**src/rtl/mw_eeprom_front.sv**
```systemverilog
module mw_eeprom_front #(
  parameter int AW = 7,
  parameter int DW = 8,
  parameter int PW = 4
) (
  input  logic       clk,
  input  logic       rst_n,
  input  logic       cs,
  input  logic       sk,
  input  logic       di,
  output logic       do_o,
  output logic       prog_start,
  output logic [1:0] prog_op
);
  localparam int DEPTH = 1 << AW;
  localparam int PAGE  = 1 << PW;
  localparam int HB    = 2 + AW;
  localparam int HCW   = $clog2(HB);
  localparam int BW    = $clog2(DW);

  typedef enum logic [2:0] {S_IDLE, S_HDR, S_RD, S_WDAT, S_TAIL, S_BAD} st_t;
  typedef enum logic [2:0] {C_READ, C_WRITE, C_ERASE, C_EWEN, C_EWDS, C_ERAL, C_WRAL} cmd_t;

  st_t  st;
  cmd_t cmd;
  logic sk_q, wen;
  logic [HB-2:0]  hdr;
  logic [HCW-1:0] hcnt;
  logic [AW-1:0]  addr, raddr;
  logic [PW-1:0]  ptr;
  logic [DW-1:0]  sh, rd_sh;
  logic [BW-1:0]  bcnt, rcnt;
  logic [1:0]     nb;
  logic [PAGE-1:0] sv;
  logic [DW-1:0]  stage [PAGE];
  logic [DW-1:0]  mem   [DEPTH];

  logic [HB-1:0] full;
  logic sk_rise, wdat_ok;
  assign full    = {hdr, di};
  assign sk_rise = sk & ~sk_q;
  assign wdat_ok = (bcnt == '0) && (nb != 2'd0) && (cmd == C_WRITE || nb == 2'd1);
  assign do_o    = (st == S_RD) ? rd_sh[DW-1] : 1'b1;

  always_ff @(posedge clk or negedge rst_n) begin
    if (!rst_n) begin
      st <= S_IDLE; cmd <= C_READ; sk_q <= 1'b0; wen <= 1'b0;
      hdr <= '0; hcnt <= '0; addr <= '0; raddr <= '0; ptr <= '0;
      sh <= '0; rd_sh <= '0; bcnt <= '0; rcnt <= '0; nb <= '0; sv <= '0;
      prog_start <= 1'b0; prog_op <= 2'd0;
      for (int i = 0; i < PAGE; i++) stage[i] <= '0;
      for (int i = 0; i < DEPTH; i++) mem[i] <= '1;
    end else begin
      sk_q <= sk;
      prog_start <= 1'b0;
      if (!cs) begin
        if (st == S_TAIL || (st == S_WDAT && wdat_ok)) begin
          case (cmd)
            C_EWEN: wen <= 1'b1;
            C_EWDS: wen <= 1'b0;
            C_WRITE: if (wen) begin
              for (int i = 0; i < PAGE; i++)
                if (sv[i]) mem[{addr[AW-1:PW], PW'(i)}] <= stage[i];
              prog_start <= 1'b1; prog_op <= 2'd0;
            end
            C_ERASE: if (wen) begin
              mem[addr] <= '1;
              prog_start <= 1'b1; prog_op <= 2'd1;
            end
            C_ERAL: if (wen) begin
              for (int i = 0; i < DEPTH; i++) mem[i] <= '1;
              prog_start <= 1'b1; prog_op <= 2'd2;
            end
            C_WRAL: if (wen) begin
              for (int i = 0; i < DEPTH; i++) mem[i] <= stage[0];
              prog_start <= 1'b1; prog_op <= 2'd3;
            end
            default: ;
          endcase
        end
        st <= S_IDLE;
      end else if (sk_rise) begin
        case (st)
          S_IDLE: if (di) begin
            st <= S_HDR; hcnt <= '0; sv <= '0; nb <= '0; bcnt <= '0;
          end
          S_HDR: begin
            hdr  <= full[HB-2:0];
            hcnt <= hcnt + 1'b1;
            if (hcnt == HCW'(HB - 1)) begin
              addr <= full[AW-1:0];
              ptr  <= full[PW-1:0];
              case (full[HB-1:HB-2])
                2'b10: begin
                  cmd <= C_READ; st <= S_RD; rcnt <= '0;
                  rd_sh <= mem[full[AW-1:0]];
                  raddr <= full[AW-1:0] + 1'b1;
                end
                2'b01: begin cmd <= C_WRITE; st <= S_WDAT; end
                2'b11: begin cmd <= C_ERASE; st <= S_TAIL; end
                default: case (full[AW-1:AW-2])
                  2'b11:   begin cmd <= C_EWEN; st <= S_TAIL; end
                  2'b00:   begin cmd <= C_EWDS; st <= S_TAIL; end
                  2'b10:   begin cmd <= C_ERAL; st <= S_TAIL; end
                  default: begin cmd <= C_WRAL; st <= S_WDAT; ptr <= '0; end
                endcase
              endcase
            end
          end
          S_RD: begin
            if (rcnt == BW'(DW - 1)) begin
              rd_sh <= mem[raddr]; raddr <= raddr + 1'b1; rcnt <= '0;
            end else begin
              rd_sh <= rd_sh << 1; rcnt <= rcnt + 1'b1;
            end
          end
          S_WDAT: begin
            sh   <= {sh[DW-2:0], di};
            bcnt <= bcnt + 1'b1;
            if (bcnt == BW'(DW - 1)) begin
              stage[ptr] <= {sh[DW-2:0], di};
              sv[ptr] <= 1'b1;
              ptr <= ptr + 1'b1;
              nb  <= (nb == 2'd3) ? nb : nb + 1'b1;
            end
          end
          S_TAIL:  st <= S_BAD;
          default: ;
        endcase
      end
    end
  end
endmodule

```
**config.mk**
```make
export PLATFORM = sky130hd
export DESIGN_NAME = mw_eeprom_front
export DESIGN_NICKNAME = d
export VERILOG_FILES = /design/src/rtl/mw_eeprom_front.sv
export SDC_FILE = /design/constraint.sdc
export NUM_CORES = 2
export LEC_CHECK = 0
export BUFFER_PORTS_ARGS = -buffer_cell sky130_fd_sc_hd__buf_2
export CAP_MARGIN = 10
export CORE_UTILIZATION = 40
export CTS_BUF_LIST = sky130_fd_sc_hd__clkbuf_8 sky130_fd_sc_hd__clkbuf_16
export DETAILED_ROUTE_END_ITERATION = 8
export PLACE_DENSITY = 0.56
export SLEW_MARGIN = 20
export SYNTH_ARGS = -nofsm -noshare
export SYNTH_HDL_FRONTEND = slang
export SYNTH_SLANG_ARGS = --single-unit
```
**constraint.sdc**
```tcl
create_clock -name clk -period 4.8 [get_ports clk]
set_input_delay 0.48 -clock clk [delete_from_list [all_inputs] [get_ports clk]]
set_output_delay 0.48 -clock clk [all_outputs]
set_load 0.02 [all_outputs]
```
==> results.tsv <==
metric	value	unit
DRC	0	
largest family of logic cells by synthesized area	compound AO/OA/AOI/OAI gates	
H-tree levels	4	
Mean Syn Cell Area	9.44	um^2
DR vias/cell	7.15	
Max Slew Vio Count	0	
Critical Path Slowest Stage Cell	dfrtp_4	
CTS tree	done	
antenna violations before repair	47	
Lkg Pwr	0.0358	uW
post-synthesis adder-cell area fraction	0.306	%
Synth Area in XOR/XNOR	0.0677	%
full die area	196000	um^2
Die Wd	443	um
synthesis-to-layout area growth	10.9	%
post-synthesis simple-gate area fraction	12.3	%
Core ar.	193000	um^2
gr usage total	42.9	%
ANT nets after route	0	
IO Count	9	
peak fanout along the critical path	43	
ys flop type	dfstp_2	
CTS Buf Count	153	
vias in the first global route	70078	
complex-gate fraction of the synthesized area	23.2	%
WHS	183	ps
DR WL/cell	40.3	um
Cells after DPL	10380	
drt first pass iters	7	
leading area contributor after synthesis	dfstp_2	
Setup WS post-layout	698	ps
clk_lat worst skew	870	ps
post-synthesis mux area share	18.5	%
final period utilization	85.5	%
Synth top area share	34.6	%
distinct cell type count after synthesis	84	
hpwl dp	305	mm
status	completed	
YS warnings	0	
setup_tns	0	ps
# port buffers	8	
Clock Skews	36.8	ps
DP Area	80700	um^2
final wirelength	431	mm
row count	161	
Req. time, crit path	5560	ps
Max Freq	244	MHz
worst slack, placed	963	ps
commonest cells after routing, fill and taps aside	a21oi_1 (3,176), nand2_1 (1,324), dfstp_2 (1,024), mux4_2 (478), buf_4 (222)	
NumNets Final	8037	
Worst Hold Class	primary input to async pin	
Min Clock Period, post-route	4100	ps
Critical Path Source Type	flop	
Max Cap Violations	0	
share of cells above drive strength 1	30.8	%
clk slew on worst S/H paths	70	ps
Post-Layout Inst Area	86200	um^2
RePlAce Congestion	1.13	
Die H	443	um
commonest non-fill, non-tap cell in the layout	a21oi_1	
Slew @ Worst Pin	1290	ps
initial DRC count	12220	
clock root cell	clkbuf_16	
Fin. Hold Viols	0	
grt total ovfl	0	
first-pass GRT wire length	585	mm
Async S/R FF share, synth	100	%
Crit path largest cell delay	1130	ps
# setup viols final	0	
synthesized flop and latch total	1232	
Starting Density	40.3	%
CP Capture Type	flop	
crit-path cells	buf_12 > mux4_2 > a21oi_1 > a22oi_1 > a2111oi_0 > nor3_1 > a211o_1	
post-CTS sizing	0	
clk buf depth	3	
post-synthesis sequential area ratio	41.3	%
Max-slew headroom	13.9	%
Arrival @ worst endpoint	4860	ps
Mapped Nets	8255	
clock sinks	1232	
synth top area cells	dfstp_2 (35%), a21oi_1 (20%), mux4_2 (14%)	
maximum VDD drop	0.347	mV
routed via count	76462	
Setup CP Type	flop to flop	
non-filler instance count after layout	10692	
unrepaired setup endpoints after global routing	false	
largest net degree at the start of global routing	163	
PwrDens	308	nW/um^2
Synth Cell Area	77700	um^2
Synth Instances	8231	
EDFF count, synth	0	
-- cell usage after synthesis, drive strengths merged (134+ instances only) --
| cell | count |
|---|---|
| a21oi | 3178 |
| and3 | 134 |
| buf | 342 |
| clkbuf | 319 |
| dfrtp | 208 |
| dfstp | 1024 |
| mux2 | 143 |
| mux2i | 175 |
| mux4 | 487 |
| nand2 | 1325 |
| nor2 | 262 |
| nor3 | 165 |
-- area by class of cell --
class,count,area [um^2]
Fill cell,18224,107000
Antenna cell,23,57.6
Clock inverter,93,911
Multi-Input combinational cell,6312,42500
Inverter,26,100
Timing Repair Buffer,288,2880
Tap cell,2526,3160
Clock buffer,192,4390
Sequential cell,1232,32100
-- path summary, 6_finish.rpt --
path	from	depth (start not counted)	slack [ps]	endpoint
max	raddr[0]	7	700	rd_sh[7]
min	rst_n	2	180	stage[68]
max reg2reg	raddr[0]	7	700	rd_sh[7]
min reg2reg	rd_sh[7]	1	490	rd_sh[7]
max in group asynchronous	rst_n	4	2990	mem[635]
min in group clk	sk	2	400	sk_q
-- where the power goes --
part / total, uW / internal, uW / switching, uW
sequential: 10700 / 10500 / 229
clock: 12500 / 7230 / 5240
combinational: 3390 / 983 / 2410
total: 26600 / 18700 / 7880
-- routing by layer --
metal	part of all wire [%]	vias to the layer above	global-route usage, %
met1	37	38687	55.3
met5	0.052	-	0
met2	40	6207	58.2
li1	-	30117	-
met3	14	1421	16.1
met4	9.1	30	32.0
-- worst max-delay path: cells and delay by family (launching register included) --
kind | cells | cell delay [ps]
AO/OA/AOI/OAI | 4 | 1700
buffers and inverters | 1 | 350
AND/OR/NAND/NOR | 1 | 130
multiplexers | 1 | 560
flip-flops | 1 | 1130
-- through the flow --
step	utilization [%]	power (uW)
final	44.7	26600
after global routing	44.7	27100
after CTS	44.6	26500
after detailed placement	41.9	14100
after global placement	41.9	14100
after floorplan	-	12700
-- state kept, by name, indices dropped and copies added (netlist names), 4 cells and up --
name / count
sh: 7
addr: 7
ptr: 4
hdr: 8
sv: 16
mem: 1024
rd_sh: 8
raddr: 7
stage: 128
hcnt: 4
-- logic make-up (layout without fill, tap and decap cells) --
group                      after synthesis  in the layout
AOI/OAI and AO/OA                     3463           3463
xor gates and xnor gates                 6              6
adders and majority gates               19             19
buffers and inverters                  687            599
DFF                                   1232           1232
muxes                                  805            805
other                                    0             23
and+or+nand+nor                       2019           2019
-- what timing repair did --
item,in CTS,in global routing
buffers inserted,0,0
endpoints found under the hold margin,51,0
setup endpoints to repair,0,0
hold buffers,3,0
Power figures use the tool's default switching activity.
